## config.mk

```make
export PLATFORM = sky130hd
export DESIGN_NAME = seqtag_mem
export DESIGN_NICKNAME = d
export VERILOG_FILES = /design/src/rtl/seqtag_pkg.sv /design/src/rtl/seqtag_bank.sv /design/src/rtl/seqtag_ctrl.sv /design/src/rtl/seqtag_mem.sv
export SDC_FILE = /design/constraint.sdc
export NUM_CORES = 2
export LEC_CHECK = 0
export BUFFER_PORTS_ARGS = -buffer_cell sky130_fd_sc_hd__clkbuf_2
export CAP_MARGIN = 20
export CORE_UTILIZATION = 35
export CTS_CLUSTER_DIAMETER = 80
export DETAILED_ROUTE_END_ITERATION = 6
export PLACE_DENSITY = 0.55
export SLEW_MARGIN = 20
export SYNTH_ARGS = -nofsm -noshare
export SYNTH_HDL_FRONTEND = slang
export SYNTH_HIERARCHICAL = 1
export SYNTH_SLANG_ARGS = --single-unit
```

## constraint.sdc

```tcl
create_clock -name clk -period 11.29 [get_ports clk]
set_input_delay 0.5645 -clock clk [delete_from_list [all_inputs] [get_ports clk]]
set_output_delay 0.5645 -clock clk [all_outputs]
set_load 0.05 [all_outputs]
```

## src/rtl/seqtag_pkg.sv

```systemverilog
package seqtag_pkg;
    typedef enum logic [1:0] {
        OP_LOAD  = 2'd0,
        OP_STORE = 2'd1,
        OP_LINK  = 2'd2,
        OP_COND  = 2'd3
    } op_e;

    typedef enum logic [1:0] {
        ST_IDLE  = 2'd0,
        ST_EXEC  = 2'd1,
        ST_REPLY = 2'd2
    } state_e;
endpackage

```

## src/rtl/seqtag_bank.sv

```systemverilog
module seqtag_bank #(
    parameter int ADDR_W = 4,
    parameter int DATA_W = 32,
    parameter int SER_W  = 32
) (
    input  logic              clk,
    input  logic              rst_n,
    input  logic [ADDR_W-1:0] rd_addr,
    output logic [DATA_W-1:0] rd_data,
    output logic [SER_W-1:0]  rd_ser,
    input  logic              wr_en,
    input  logic [ADDR_W-1:0] wr_addr,
    input  logic [DATA_W-1:0] wr_data
);
    localparam int DEPTH = 1 << ADDR_W;

    logic [DATA_W-1:0] word_q [DEPTH];
    logic [SER_W-1:0]  ser_q  [DEPTH];

    for (genvar e = 0; e < DEPTH; e++) begin : g_word
        always_ff @(posedge clk or negedge rst_n) begin
            if (!rst_n) begin
                word_q[e] <= '0;
                ser_q[e]  <= '0;
            end else if (wr_en && (wr_addr == ADDR_W'(e))) begin
                word_q[e] <= wr_data;
                ser_q[e]  <= ser_q[e] + 1'b1;
            end
        end
    end

    assign rd_data = word_q[rd_addr];
    assign rd_ser  = ser_q[rd_addr];


    ser_step_chk: assert property (@(posedge clk) disable iff (!rst_n)
        wr_en |=> (ser_q[$past(wr_addr)] == SER_W'($past(ser_q[wr_addr]) + 1'b1)));


    ser_hold_chk: assert property (@(posedge clk) disable iff (!rst_n)
        !wr_en |=> (ser_q[$past(rd_addr)] == $past(rd_ser)));
endmodule

```

## src/rtl/seqtag_ctrl.sv

```systemverilog
module seqtag_ctrl
    import seqtag_pkg::*;
#(
    parameter int ADDR_W = 4,
    parameter int DATA_W = 32,
    parameter int SER_W  = 32
) (
    input  logic              clk,
    input  logic              rst_n,
    input  logic              req_valid,
    output logic              req_ready,
    input  logic [1:0]        req_op,
    input  logic [ADDR_W-1:0] req_addr,
    input  logic [DATA_W-1:0] req_data,
    input  logic [SER_W-1:0]  req_serial,
    output logic              rsp_valid,
    output logic              rsp_ok,
    output logic [DATA_W-1:0] rsp_data,
    output logic [SER_W-1:0]  rsp_serial,
    output logic [ADDR_W-1:0] rd_addr,
    input  logic [DATA_W-1:0] rd_data,
    input  logic [SER_W-1:0]  rd_ser,
    output logic              wr_en,
    output logic [ADDR_W-1:0] wr_addr,
    output logic [DATA_W-1:0] wr_data
);
    state_e            state_q, state_d;
    op_e               op_q;
    logic [ADDR_W-1:0] addr_q;
    logic [DATA_W-1:0] data_q;
    logic [SER_W-1:0]  exp_q;
    logic              match;

    always_ff @(posedge clk or negedge rst_n) begin
        if (!rst_n) state_q <= ST_IDLE;
        else        state_q <= state_d;
    end

    always_comb begin
        state_d = state_q;
        unique case (state_q)
            ST_IDLE:  if (req_valid) state_d = ST_EXEC;
            ST_EXEC:  state_d = ST_REPLY;
            ST_REPLY: state_d = ST_IDLE;
            default:  state_d = ST_IDLE;
        endcase
    end

    assign req_ready = (state_q == ST_IDLE);
    assign rsp_valid = (state_q == ST_REPLY);
    assign rd_addr   = addr_q;
    assign wr_addr   = addr_q;
    assign wr_data   = data_q;
    assign match     = (rd_ser == exp_q);
    assign wr_en     = (state_q == ST_EXEC) &&
                       ((op_q == OP_STORE) || ((op_q == OP_COND) && match));

    always_ff @(posedge clk or negedge rst_n) begin
        if (!rst_n) begin
            op_q       <= OP_LOAD;
            addr_q     <= '0;
            data_q     <= '0;
            exp_q      <= '0;
            rsp_ok     <= 1'b0;
            rsp_data   <= '0;
            rsp_serial <= '0;
        end else begin
            if (req_valid && req_ready) begin
                op_q   <= op_e'(req_op);
                addr_q <= req_addr;
                data_q <= req_data;
                exp_q  <= req_serial;
            end
            if (state_q == ST_EXEC) begin
                if (wr_en) begin
                    rsp_ok     <= 1'b1;
                    rsp_data   <= data_q;
                    rsp_serial <= rd_ser + 1'b1;
                end else begin
                    rsp_ok     <= (op_q != OP_COND);
                    rsp_data   <= rd_data;
                    rsp_serial <= rd_ser;
                end
            end
        end
    end


    accept_busy_chk: assert property (@(posedge clk) disable iff (!rst_n)
        (req_valid && req_ready) |=> !req_ready);


    reply_once_chk: assert property (@(posedge clk) disable iff (!rst_n)
        rsp_valid |=> (req_ready && !rsp_valid));


    cond_fail_chk: assert property (@(posedge clk) disable iff (!rst_n)
        (rsp_valid && (op_q == OP_COND) && !rsp_ok) |-> (rsp_serial != exp_q));


    cond_pass_chk: assert property (@(posedge clk) disable iff (!rst_n)
        (rsp_valid && (op_q == OP_COND) && rsp_ok) |-> (rsp_serial == SER_W'(exp_q + 1'b1)));
endmodule

```

## src/rtl/seqtag_mem.sv

```systemverilog
module seqtag_mem #(
    parameter int ADDR_W = 4,
    parameter int DATA_W = 32,
    parameter int SER_W  = 32
) (
    input  logic              clk,
    input  logic              rst_n,
    input  logic              req_valid,
    output logic              req_ready,
    input  logic [1:0]        req_op,
    input  logic [ADDR_W-1:0] req_addr,
    input  logic [DATA_W-1:0] req_data,
    input  logic [SER_W-1:0]  req_serial,
    output logic              rsp_valid,
    output logic              rsp_ok,
    output logic [DATA_W-1:0] rsp_data,
    output logic [SER_W-1:0]  rsp_serial
);
    logic [ADDR_W-1:0] rd_addr, wr_addr;
    logic [DATA_W-1:0] rd_data, wr_data;
    logic [SER_W-1:0]  rd_ser;
    logic              wr_en;

    seqtag_ctrl #(.ADDR_W(ADDR_W), .DATA_W(DATA_W), .SER_W(SER_W)) u_ctrl (
        .clk(clk), .rst_n(rst_n),
        .req_valid(req_valid), .req_ready(req_ready), .req_op(req_op),
        .req_addr(req_addr), .req_data(req_data), .req_serial(req_serial),
        .rsp_valid(rsp_valid), .rsp_ok(rsp_ok), .rsp_data(rsp_data),
        .rsp_serial(rsp_serial),
        .rd_addr(rd_addr), .rd_data(rd_data), .rd_ser(rd_ser),
        .wr_en(wr_en), .wr_addr(wr_addr), .wr_data(wr_data)
    );

    seqtag_bank #(.ADDR_W(ADDR_W), .DATA_W(DATA_W), .SER_W(SER_W)) u_bank (
        .clk(clk), .rst_n(rst_n),
        .rd_addr(rd_addr), .rd_data(rd_data), .rd_ser(rd_ser),
        .wr_en(wr_en), .wr_addr(wr_addr), .wr_data(wr_data)
    );
endmodule

```

; ---- After elaboration in Yosys (flattened, before gate mapping)
; Cells that the tools add are included.
[totals]
latchBits = 0
output_inout_bits = 67
mem_bits_ro = 0
inputBits = 73
ram_bits = 0
n_memories = 0
regBits = 1161
elab_cells = 114
[classes]
magnitude_cmp = 1
eq_ne = 22
add_sub_neg = 17
mul = 0
div = 0
reduce_logical = 22
n_shift = 0
bitwise_logic = 1
muxes = 11
[ops]
columns = op, count
row1 = $add A32 B1 Y32 const B, 17
row2 = $bmux W32 S4, 2
row3 = $mux W32, 6
row4 = $eq A32 B32 Y1, 1
row5 = $eq A4 B4 Y1 const B, 8
row6 = $logic_and A1 B1 Y1, 19
row7 = $eq A4 B3 Y1 const B, 4
row8 = $eq A4 B2 Y1 const B, 2
row9 = $ge A5 B5 Y1 const B, 1
row10 = $not A4 Y5, 1
row11 = $eq A2 B1 Y1 const B, 2
row12 = $eq A2 B2 Y1 const B, 2
row13 = $eq A4 B1 Y1 const B, 1
row14 = $logic_not A4 Y1, 1
row15 = $ne A2 B2 Y1 const B, 2
row16 = $pmux W2 S2, 1
row17 = $logic_not A2 Y1, 1
row18 = $mux W2, 1
row19 = $logic_or A1 B1 Y1, 1
row20 = $mux W1, 1

; ---- Depth between registers and ports, before layout
[depth]
word_depth = 9
depth_mapped = 20
mapped_depth_nobuf = 13

; ---- Modules after synthesis
; Netlist, hierarchy kept.
[modules_own_cells]
columns = module, seq_area_each_um2, cells_each, area_each_um2, instances
row1 = seqtag_bank, 25624.6, 3653, 49058.3, 1
row2 = seqtag_ctrl, 3428.3, 628, 6602.6, 1

; ---- Least setup slack after synthesis
; No wires, ideal clock.
[synth_path]
path_kind = flip-flop to flip-flop
from = register u_ctrl.addr_q[0] (netlist: u_ctrl/rd_addr[0])
to = register u_bank/word_q[119] (netlist name)
setup_ns = 0.125
stages_incl_launch_ff = 19
period_less_slack_ns = 5.283
path_buffers = 7
required_ns = 11.165
t_arrival_ns = 5.158
slack_ns = 6.007
path_cell_list = dfrtp_1 clkbuf_1 buf_2 buf_1 mux4_2 a22oi_1 nand2_1 xor2_1 nor4_1 nand2_1 o41ai_2 clkbuf_1 and3_1 buf_2 nand3_2 clkbuf_1 nor2_1 buf_2 mux2_2
[synth_between]
elab_chain_len = 9
elab_cells_between_ends = 10
classes_between = eq/ne: 2 / mux: 3 / bitwise: 1 / reduce/logical: 4
[synth_lines]
columns = item, line_no
row1 = "start, declared", seqtag_ctrl.sv:29  ; logic [ADDR_W-1:0] addr_q;
row2 = "start signal, assigned", seqtag_ctrl.sv:70  ; addr_q <= req_addr;
row3 = $not A4 Y5 (implied by the code), seqtag_bank.sv:33  ; assign rd_ser = ser_q[rd_addr];
row4 = $bmux W32 S4, seqtag_bank.sv:33
row5 = $mux W32 (implied by the code) (2 in a row), seqtag_bank.sv:33
row6 = named net rd_ser[3], seqtag_mem.sv:21  ; logic [SER_W-1:0] rd_ser;
row7 = $eq A32 B32 Y1, seqtag_ctrl.sv:54  ; assign match = (rd_ser == exp_q);
row8 = $logic_and A1 B1 Y1, seqtag_ctrl.sv:56  ; ((op_q == OP_STORE) || ((op_q == OP_COND) && match));
row9 = $logic_or A1 B1 Y1, seqtag_ctrl.sv:56
row10 = $logic_and A1 B1 Y1, seqtag_ctrl.sv:55  ; assign wr_en = (state_q == ST_EXEC) &&
row11 = named net wr_en, seqtag_mem.sv:22  ; logic wr_en;
row12 = $logic_and A1 B1 Y1, seqtag_bank.sv:25  ; end else if (wr_en && (wr_addr == ADDR_W'(e))) begin
row13 = "end signal, assigned by index", seqtag_bank.sv:26  ; word_q[e] <= wr_data;
row14 = "end, declared", seqtag_bank.sv:17  ; logic [DATA_W-1:0] word_q [DEPTH];
; The timed path passes the listed nets, and every way through them passes these cells. The select of a mux whose other input is x is not followed.
; A chain may end at the register's enable or synchronous reset.

; ---- Final worst setup path
[layout_path]
from = register u_ctrl.addr_q[1] (netlist: u_ctrl/rd_addr[1])
to = register u_bank/word_q[287] (netlist name)
; Same word-level chain as after synthesis.

==> run summary <==
dpl ws: 3.372 ns
critical path, cell by cell: buf_12, buf_4, mux4_2, a22oi_1, nand2_1, xor2_1, nor4_1, nand2_1, o41ai_4, buf_4, and3_1, nand3b_1, nor2_4, buf_4, mux2_2
CTS clk-pin slew, worst paths: 0.06 ns
drt wl/cell: 23.91 µm
Row Count: 145
Post-Syn Area per Cell: 13.00 µm²
Pleak: 28.26 nW
asr flop ratio synth: 100.0%
gpl congestion: 0.8652
synthesis-to-layout area growth: 13.77%
Hold WS: 0.04493 ns
DRT Pass-1 Iters: 7
worst path bufs/invs: 4
Clk Latency, worst-skew pair: 0.76 ns
fmax: 0.1261 GHz
status: finished, violations left
CTS Buf Count: 121
cts repair resizes: 0
Max transition margin: 20.51%
Critical Path RT: 11.92 ns
Net count, final: 4491
Initial DRC Count: 3083
Seq/Total Area, Yosys: 52.20%
# Post-CTS Setup Buffers: 0
global route overflow: 0
violated checks: DRC
Initial Utilization: 35.43%
TritonCTS clock tree: done
share of layout cells above drive strength 1: 29.49%
Synth cell types: 61
Setup TNS: 0 ns
global-route wire length before repair: 243.6 mm
Final setup viols: 0
R2R Path Start: u_ctrl/rd_addr[1]$_DFFE_PN0P_
max-slew violations: 0
RSZ-0062 raised after global routing: false
WS Path Type: reg2reg
IO buf count: 139
Worst Slack Setup Final: 3.361 ns
Synth Cell Area: 55660 µm²
hold depth: 2
final period utilization: 70.23%
Worst Max-Slew Pin Slew: 1.183 ns
fin crit period: 7.929 ns
Mapped Nets: 4371
crit-path max cell delay: 0.97 ns
most common cell after layout, fill and taps aside: dfrtp_1
detailed-route via count: 36532
min-delay worst type: in2reg
reg2reg path depth: 15
DR DRC count: 1
Clock Skew: 0.03629 ns
dpl hpwl: 103.5 mm
Worst Path Max Fanout: 129
Top FF cell, synth: dfrtp_1
FF+latch count, synth: 1161
commonest cells after routing, fill and taps aside: dfrtp_1, mux2_2, nand2_1
Fin. Hold Viols: 0
All-Layer GR Usage: 19.66%
synthesized instance count: 4281
CP startpoint: u_ctrl/rd_addr[1]$_DFFE_PN0P_
Crit-path slowest cell: nor2_4
CP Launch Type: flip-flop
Sink Count: 1161
I/O pin cnt: 140
Yosys warnings: 6
Root Driver: clkbuf_16
largest net degree at the start of global routing: 174
Die Width: 400.8 µm
vias in the first global route: 36970
reported max-cap violation count: 0
antenna-violating nets left: 0
Peak VDD IR: 165.3 µV
most frequent CP cell: buf_4
crit-path leading delay family: simple AND/OR/NAND/NOR gates
Longest Clk Path Bufs: 3
Die ar.: 160600 µm²
CP Depth: 15
Worst setup EP type: flip-flop
Hold Crit Start: req_data[24]
Crit path arrival time: 8.56 ns
CTS H-Tree Depth: 3
initial antenna violation count: 2
core footprint: 157100 µm²
detailed-route wire length: 157.0 mm
Cell Pwr Density: 191.6 nW/µm²
vias per cell: 5.564
Post-synth EDFFs: 0
die height: 400.8 µm
-- repair_timing --
item                                   4_1_cts  5_1_grt
hold buffers                                43        0
endpoints found under the hold margin      116        0
setup endpoints to repair                    0        0
-- metrics by stage --
stage | utilization (%) | instances | cell area, µm² | power (W)
2_1_floorplan | - | 4281 | 55660 | 0.007078
3_3_place_gp | 37.27 | 6293 | 58560 | 0.007861
3_5_place_dp | 37.27 | 6293 | 58560 | 0.007913
4_1_cts | 40.30 | 6565 | 63310 | 0.01226
5_1_grt | 40.31 | 6566 | 63330 | 0.01266
6_report | 40.31 | 6566 | 63330 | 0.01213
-- flip-flops by register name, indices dropped and copies added, names as in the netlist --
| register | cells |
|---|---|
| u_bank/ser_q | 512 |
| u_bank/word_q | 512 |
| u_ctrl/exp_q | 32 |
| u_ctrl/rsp_data | 32 |
| u_ctrl/rsp_serial | 32 |
| u_ctrl/wr_data | 32 |
| u_ctrl/rd_addr | 4 |
| u_ctrl/op_q | 2 |
| u_ctrl/state_q | 2 |
| u_ctrl/rsp_ok | 1 |
-- cells by family after synthesis --
kind of cell / synth area share (%)
and+or+nand+nor: 11.73
DFF: 52.20
AOI/OAI and AO/OA: 2.891
adders and majority gates: 0.3821
xor gates and xnor gates: 8.308
muxes: 22.46
buffers and inverters: 2.039
-- worst paths after layout --
| kind | end | slack (ns) |
|---|---|---|
| worst min register to register | u_bank/ser_q[351]$_DFFE_PN0P_ | 0.47 |
| min in group asynchronous | u_bank/ser_q[60]$_DFFE_PN0P_ | 0.44 |
| worst min-delay path | u_ctrl/wr_data[24]$_DFFE_PN0P_ | 0.04 |
| worst max-delay path | u_bank/word_q[287]$_DFFE_PN0P_ | 3.36 |
| max in group asynchronous | u_bank/word_q[320]$_DFFE_PN0P_ | 8.58 |
| worst max register to register | u_bank/word_q[287]$_DFFE_PN0P_ | 3.36 |
-- synth_stat cells, types with 30 or more instances --
master / count / area, µm²
xnor2_1: 344 / 3013
xor2_1: 184 / 1612
o211ai_1: 37 / 277.8
clkbuf_1: 142 / 533.0
buf_2: 72 / 360.4
mux2_2: 598 / 6734
inv_1: 30 / 112.6
mux4_2: 256 / 5766
and4_1: 49 / 429.2
nand4_1: 175 / 1095
nor3_1: 53 / 265.3
dfrtp_1: 1161 / 29050
and3_1: 74 / 462.9
nand2_1: 353 / 1325
nor2_1: 154 / 578.1
nand3_1: 206 / 1031
a22oi_1: 128 / 960.9
-- layout make-up --
type                       instances  area [µm²]
tap                             2058        2575
sequential                      1161       29060
clock buffer                     178        3622
timing repair buffer             237        1624
fill                           14757       93790
inverter                          30       115.1
clock inverter                    51       695.7
antenna                            1       2.502
multi-input combinational       2850       25630
-- power by group --
group          leakage [nW]  internal [W]  switching (W)
clock                  2.13       0.00252        0.00178
combinational          10.3       0.00108        0.00128
sequential             15.8       0.00485       0.000619
total                  28.3       0.00845        0.00368
-- layer usage --
metal | routed length (µm) | vias up | global-route usage [%]
li1 | - | 15946 | -
met1 | 72710 | 19459 | 28.37
met2 | 73100 | 890 | 30.73
met3 | 6819 | 237 | 2.740
met4 | 4382 | 0 | 5.702
met5 | 0 | - | 0
(Power assumes the default switching activity.)
